--- src/rtl/bpred_pkg.sv ---
package bpred_pkg;

  typedef logic [1:0] ctr_t;

  localparam ctr_t CTR_SNT = 2'd0;
  localparam ctr_t CTR_WNT = 2'd1;
  localparam ctr_t CTR_WT  = 2'd2;
  localparam ctr_t CTR_ST  = 2'd3;

  // Prediction carried by a counter: upper bit set means taken.
  function automatic logic ctr_says_taken(input ctr_t c);
    return c[1];
  endfunction

  // Next counter value once a branch has resolved.
  function automatic ctr_t ctr_resolve(input ctr_t cur, input logic pred, input logic taken);
    ctr_t nxt;
    if (pred == taken) begin
      nxt = taken ? CTR_ST : CTR_SNT;
    end else if (taken) begin
      nxt = (cur == CTR_ST) ? CTR_ST : ctr_t'(cur + 2'd1);
    end else begin
      nxt = (cur == CTR_SNT) ? CTR_SNT : ctr_t'(cur - 2'd1);
    end
    return nxt;
  endfunction

endpackage

--- src/rtl/bpred_rst_sync.sv ---
module bpred_rst_sync (
  input  logic clk,
  input  logic rst_n,
  output logic rst_n_sync
);

  logic stage0_q;
  logic stage1_q;

  always_ff @(posedge clk or negedge rst_n) begin
    if (!rst_n) begin
      stage0_q <= 1'b0;
      stage1_q <= 1'b0;
    end else begin
      stage0_q <= 1'b1;
      stage1_q <= stage0_q;
    end
  end

  assign rst_n_sync = stage1_q;

endmodule

--- src/rtl/bpred_table.sv ---
module bpred_table
  import bpred_pkg::*;
#(
  parameter int SLOTS = 100,
  parameter int IDX_W = $clog2(SLOTS)
) (
  input  logic             clk,
  input  logic             rst_n,
  input  logic [IDX_W-1:0] rda_idx,
  output ctr_t             rda_ctr,
  input  logic [IDX_W-1:0] rdb_idx,
  output ctr_t             rdb_ctr,
  input  logic             wr_en,
  input  logic [IDX_W-1:0] wr_idx,
  input  ctr_t             wr_ctr
);

  localparam logic [IDX_W-1:0] LAST_IDX = IDX_W'(SLOTS - 1);

  ctr_t       ent_q [SLOTS];
  ctr_t       ent_d [SLOTS];
  logic [SLOTS-1:0] ent_we;

  // Per-entry write enables; an index past the table matches nothing.
  for (genvar g = 0; g < SLOTS; g++) begin : g_we
    assign ent_we[g] = wr_en && (wr_idx == IDX_W'(g));
  end

  always_comb begin
    for (int i = 0; i < SLOTS; i++) begin
      ent_d[i] = ent_we[i] ? wr_ctr : ent_q[i];
    end
  end

  always_ff @(posedge clk or negedge rst_n) begin
    if (!rst_n) begin
      for (int i = 0; i < SLOTS; i++) begin
        ent_q[i] <= CTR_WNT;
      end
    end else begin
      for (int i = 0; i < SLOTS; i++) begin
        ent_q[i] <= ent_d[i];
      end
    end
  end

  // Read ports return the registered (pre-update) value.
  always_comb begin
    rda_ctr = CTR_WNT;
    if (rda_idx <= LAST_IDX) rda_ctr = ent_q[rda_idx];
  end

  always_comb begin
    rdb_ctr = CTR_WNT;
    if (rdb_idx <= LAST_IDX) rdb_ctr = ent_q[rdb_idx];
  end

endmodule

--- src/rtl/bpred_resolve.sv ---
module bpred_resolve
  import bpred_pkg::*;
#(
  parameter int SLOTS = 100,
  parameter int IDX_W = $clog2(SLOTS)
) (
  input  logic             ex_valid_br,
  input  logic [IDX_W-1:0] ex_idx,
  input  logic             ex_pred_taken,
  input  logic             ex_taken,
  input  ctr_t             cur_ctr,
  output logic             wr_en,
  output logic [IDX_W-1:0] wr_idx,
  output ctr_t             wr_ctr,
  output logic             mispredict
);

  localparam logic [IDX_W-1:0] LAST_IDX = IDX_W'(SLOTS - 1);

  always_comb begin
    mispredict = ex_valid_br && (ex_taken != ex_pred_taken);
    wr_en      = ex_valid_br && (ex_idx <= LAST_IDX);
    wr_idx     = ex_idx;
    wr_ctr     = ctr_resolve(cur_ctr, ex_pred_taken, ex_taken);
  end

endmodule

--- src/rtl/bpred_redirect.sv ---
module bpred_redirect
  import bpred_pkg::*;
#(
  parameter int ADDR_W = 32
) (
  input  logic              id_valid_br,
  input  ctr_t              id_ctr,
  input  logic [ADDR_W-1:0] id_target,
  input  logic              mispredict,
  input  logic              ex_taken,
  input  logic [ADDR_W-1:0] ex_target,
  input  logic [ADDR_W-1:0] ex_pc4,
  output logic              id_pred_taken,
  output logic              pc_load,
  output logic [ADDR_W-1:0] pc_value,
  output logic              flush_ifid,
  output logic              flush_idex
);

  logic              id_redirect;
  logic [ADDR_W-1:0] ex_fix_addr;

  always_comb begin
    id_pred_taken = id_valid_br && ctr_says_taken(id_ctr);
    id_redirect   = id_pred_taken && !mispredict;
    ex_fix_addr   = ex_taken ? ex_target : ex_pc4;

    // Execute-stage correction has priority over a decode-stage guess.
    pc_load    = mispredict || id_redirect;
    pc_value   = mispredict ? ex_fix_addr : id_target;
    flush_ifid = mispredict || id_redirect;
    flush_idex = mispredict;
  end

endmodule

--- src/rtl/bpred_ctrl.sv ---
module bpred_ctrl
  import bpred_pkg::*;
#(
  parameter int SLOTS  = 100,
  parameter int ADDR_W = 32,
  parameter int IDX_W  = $clog2(SLOTS)
) (
  input  logic              clk,
  input  logic              rst_n,
  input  logic              id_valid_br,
  input  logic [IDX_W-1:0]  id_idx,
  input  logic [ADDR_W-1:0] id_target,
  input  logic              ex_valid_br,
  input  logic [IDX_W-1:0]  ex_idx,
  input  logic              ex_pred_taken,
  input  logic              ex_taken,
  input  logic [ADDR_W-1:0] ex_target,
  input  logic [ADDR_W-1:0] ex_pc4,
  output logic [1:0]        id_ctr,
  output logic              id_pred_taken,
  output logic              pc_load,
  output logic [ADDR_W-1:0] pc_value,
  output logic              flush_ifid,
  output logic              flush_idex
);

  logic             rst_n_s;
  ctr_t             id_ctr_w;
  ctr_t             ex_ctr_w;
  logic             wr_en;
  logic [IDX_W-1:0] wr_idx;
  ctr_t             wr_ctr;
  logic             mispredict;

  bpred_rst_sync u_rst (
    .clk        (clk),
    .rst_n      (rst_n),
    .rst_n_sync (rst_n_s)
  );

  bpred_table #(.SLOTS(SLOTS), .IDX_W(IDX_W)) u_table (
    .clk     (clk),
    .rst_n   (rst_n_s),
    .rda_idx (id_idx),
    .rda_ctr (id_ctr_w),
    .rdb_idx (ex_idx),
    .rdb_ctr (ex_ctr_w),
    .wr_en   (wr_en),
    .wr_idx  (wr_idx),
    .wr_ctr  (wr_ctr)
  );

  bpred_resolve #(.SLOTS(SLOTS), .IDX_W(IDX_W)) u_resolve (
    .ex_valid_br   (ex_valid_br),
    .ex_idx        (ex_idx),
    .ex_pred_taken (ex_pred_taken),
    .ex_taken      (ex_taken),
    .cur_ctr       (ex_ctr_w),
    .wr_en         (wr_en),
    .wr_idx        (wr_idx),
    .wr_ctr        (wr_ctr),
    .mispredict    (mispredict)
  );

  bpred_redirect #(.ADDR_W(ADDR_W)) u_redirect (
    .id_valid_br   (id_valid_br),
    .id_ctr        (id_ctr_w),
    .id_target     (id_target),
    .mispredict    (mispredict),
    .ex_taken      (ex_taken),
    .ex_target     (ex_target),
    .ex_pc4        (ex_pc4),
    .id_pred_taken (id_pred_taken),
    .pc_load       (pc_load),
    .pc_value      (pc_value),
    .flush_ifid    (flush_ifid),
    .flush_idex    (flush_idex)
  );

  assign id_ctr = id_ctr_w;

endmodule

--- config.mk ---
export PLATFORM = sky130hd
export DESIGN_NAME = bpred_ctrl
export DESIGN_NICKNAME = d
export VERILOG_FILES = /design/src/rtl/bpred_pkg.sv /design/src/rtl/bpred_rst_sync.sv /design/src/rtl/bpred_table.sv /design/src/rtl/bpred_resolve.sv /design/src/rtl/bpred_redirect.sv /design/src/rtl/bpred_ctrl.sv
export SDC_FILE = /design/constraint.sdc
export NUM_CORES = 1
export LEC_CHECK = 0
export BUFFER_PORTS_ARGS = -buffer_cell sky130_fd_sc_hd__buf_2
export CAP_MARGIN = 20
export CORE_ASPECT_RATIO = 0.75
export CORE_MARGIN = 5
export CORE_UTILIZATION = 55
export DETAILED_ROUTE_END_ITERATION = 8
export PLACE_DENSITY_LB_ADDON = 0.3
export SLEW_MARGIN = 20
export SYNTH_ARGS = -nofsm -noshare
export SYNTH_HDL_FRONTEND = slang
export SYNTH_SLANG_ARGS = --single-unit
export TNS_END_PERCENT = 20
--- constraint.sdc ---
create_clock -name clk -period 7.35 [get_ports clk]
set_input_delay 0.735 -clock clk [delete_from_list [all_inputs] [get_ports clk]]
set_output_delay 0.735 -clock clk [all_outputs]
set_load 0.05 [all_outputs]
==> metrics.csv <==
metric;value;unit
fin_skew;0.01329;ns
vias;9520;
numPortBuffers;153;
critPathKind;primary input to output pin;
rsz0062_at_grt;false;
grt_max_degree;81;
via_per_inst;6.432;
drtAntennaViolNets;0;
final_cells;1480;
setup_viol;0;
die_w;181.4;um
async_reset_ff_share;100.0;%
crit_start;id_idx[0];
maxCapViolCount;0;
ys.flop_type;dfrtp_1;
power_leakage;5.837;nW
timing.final.crit_share;63.07;%
first_pass_iters;9;
fmax;215.7;MHz
grt_pass1_wl;55.10;mm
ir_drop;159.6;uV
crit_slowest_cell;mux4_2;
path_cells;buf_6 > mux4_2 > mux4_2 > mux4_2 > o21ai_0 > nor2b_1 > or2_2 > buf_2;
fin_area;13720;sq um
yosysTopAreaCellShare;21.67;%
path_common_cell;mux4_2;
initial_core_util;55.42;%
row_count;47;
place_area;12920;sq um
first_global_vias;9353;
cts_tree;built;
cp.required;6.61;ns
nNetsFinal;1287;
critPathMaxFanout;50;
area_growth;13.15;%
wl_per_cell;24.07;um
whs_endpoint;u_rst.rst_n_sync;
post-route-min-period;4.636;ns
hpwl;24.49;mm
cp_data_arrival_time;3.90;ns
syn_avg_cell_area;11.47;sq um
dp_cells;1440;
power_density;219.4;nW/um^2
cts_buffers;21;
r2r_slack;3.54;ns
cpPeakStageDelay;0.59;ns
antenna_found_initial;0;
drive_above_1_share;43.34;%
gp_congestion;0.9474;
endpoint_kind;output pin;
ioPinCount;154;
critPathTopFamily;multiplexers;
r2r_end;u_table.ent_q[125];
synth-seq-area-share;42.73;%
tns;0;ns
synthTopCellsByArea;dfstp_2 (22%), dfrtp_1 (21%), mux4_2 (19%);
core-area;21880;sq um
relSlewSlack;23.40;%
ys_types;53;
clk_latency;0.51;ns
layout_common_cells;nand2_1 (233), buf_2 (151), o21ai_0 (137);
ctsResizeCount;0;
critPathLaunchType;primary input;
syn_area;12120;sq um
cts-root-buf;clkbuf_16;
h-tree-depth;1;
cts.sinks;202;
clk_pin_slew;0.06;ns
path_buf_inv;2;
ys_seq_elements;202;
r2r-start;u_table.ent_q[114];
fin_total_pwr;3.009;mW
grt-ovfl-total;0;
grtUsageTotal;27.76;%
syn_inst;1057;
hp-class;flop to flop;
final_common_cell;nand2_1;
synth_edf_count;0;
antenna_cells;0;
status;complete, no violations;
hp-start;u_rst.stage0_q;
synth_area_leader_cell;dfstp_2;
holdPathStages;0;
dieHeight;138.6;um
tightest_slew;1.145;ns
hold_viol;0;
worst-path-stages;8;
drtIter0Drc;1172;
clock_path_buffers;3;
synth_nets;1173;
die_area;25140;sq um
drv_slew;0;
wl;35.62;mm
route.detailed.drc;0;
rr_worst_depth;9;
synth-warning-count;0;
metrics by stage:
step,hold WS [ns],util (%),setup WS (ns)
6_report,0.3503,62.70,2.714
5_1_grt,0.3706,62.70,2.472
4_1_cts,0.3524,62.54,2.445
2_1_floorplan,0.3312,-,1.479
3_3_place_gp,0.3348,59.08,2.496
3_5_place_dp,0.3385,59.08,2.366
per-layer routing:
metal | wire length [um] | vias to the layer above | track usage, % | share of wire, %
met5 | 0 | - | 0.7619 | 0
met4 | 1318 | 0 | 8.922 | 3.7
met3 | 4098 | 106 | 7.971 | 12
met2 | 16100 | 588 | 42.48 | 45
met1 | 14100 | 4694 | 38.76 | 40
li1 | - | 4132 | - | -
flip-flops by register name (all words and copies together), names as in the netlist:
| register | flops |
|---|---|
| u_table.ent_q | 200 |
| u_rst.stage0_q | 1 |
| u_rst.rst_n_sync | 1 |
cells by family after synthesis:
logic type / Yosys count / share of synthesized area, %
buffers and inverters: 82 / 3.932
muxes: 274 / 34.02
and+or+nand+nor: 323 / 11.26
xor gates and xnor gates: 1 / 0.07226
other: 1 / 0.03093
DFF: 202 / 42.73
AOI/OAI and AO/OA: 174 / 7.958
area by class of cell:
class	instances	area, sq um
Fill cell	1706	8159
Multi-Input combinational cell	773	6491
Sequential cell	202	5184
Timing Repair Buffer	168	909.6
Clock buffer	30	599.3
Tap cell	294	367.9
Clock inverter	8	146.4
Inverter	5	18.77
worst reg2reg max path: cells and delay by family, from the launching register on:
family                 cells  cell delay [ns]
AOI/OAI and AO/OA          4             1.38
buffers and inverters      1             0.46
DFF                        1             0.38
muxes                      3             1.27
and+or+nand+nor            1             0.21
synthesized netlist by cell type, types with 3 or more instances:
cell,count
nor3_1,8
nand2_1,234
buf_2,11
nand2b_1,8
clkbuf_2,10
inv_1,5
nor2_1,26
nand4_1,3
dfrtp_1,102
mux4_2,100
nand3_1,16
buf_6,18
buf_1,5
a21oi_1,5
mux2i_1,70
nand3b_1,4
nor2b_1,6
mux2_2,104
clkbuf_1,31
a22oi_1,10
and2_1,3
dfstp_2,100
o21ai_0,137
a31oi_1,5
how the worst max path moves through the flow:
stage | endpoint | slack (ns)
after floorplan | u_table.ent_q[101] | 1.48
final | pc_load | 2.71
after detailed placement | u_table.ent_q[179] | 2.37
after global placement | u_table.ent_q[115] | 2.50
after CTS | pc_load | 2.45
after global routing | pc_load | 2.47
power by group:
group | internal [mW] | switching, mW | leakage, nW
Sequential | 1.23 | 0.0786 | 2.43
Clock | 0.709 | 0.455 | 0.362
Combinational | 0.218 | 0.319 | 3.05
Total | 2.16 | 0.853 | 5.84
timing repair:
item | in CTS | in global routing
hold buffers | 1 | 0
endpoints found under the hold margin | 2 | 0
setup buffers | 0 | 0
endpoints found under the setup margin | 0 | 0
Power figures use the tool's default switching activity.
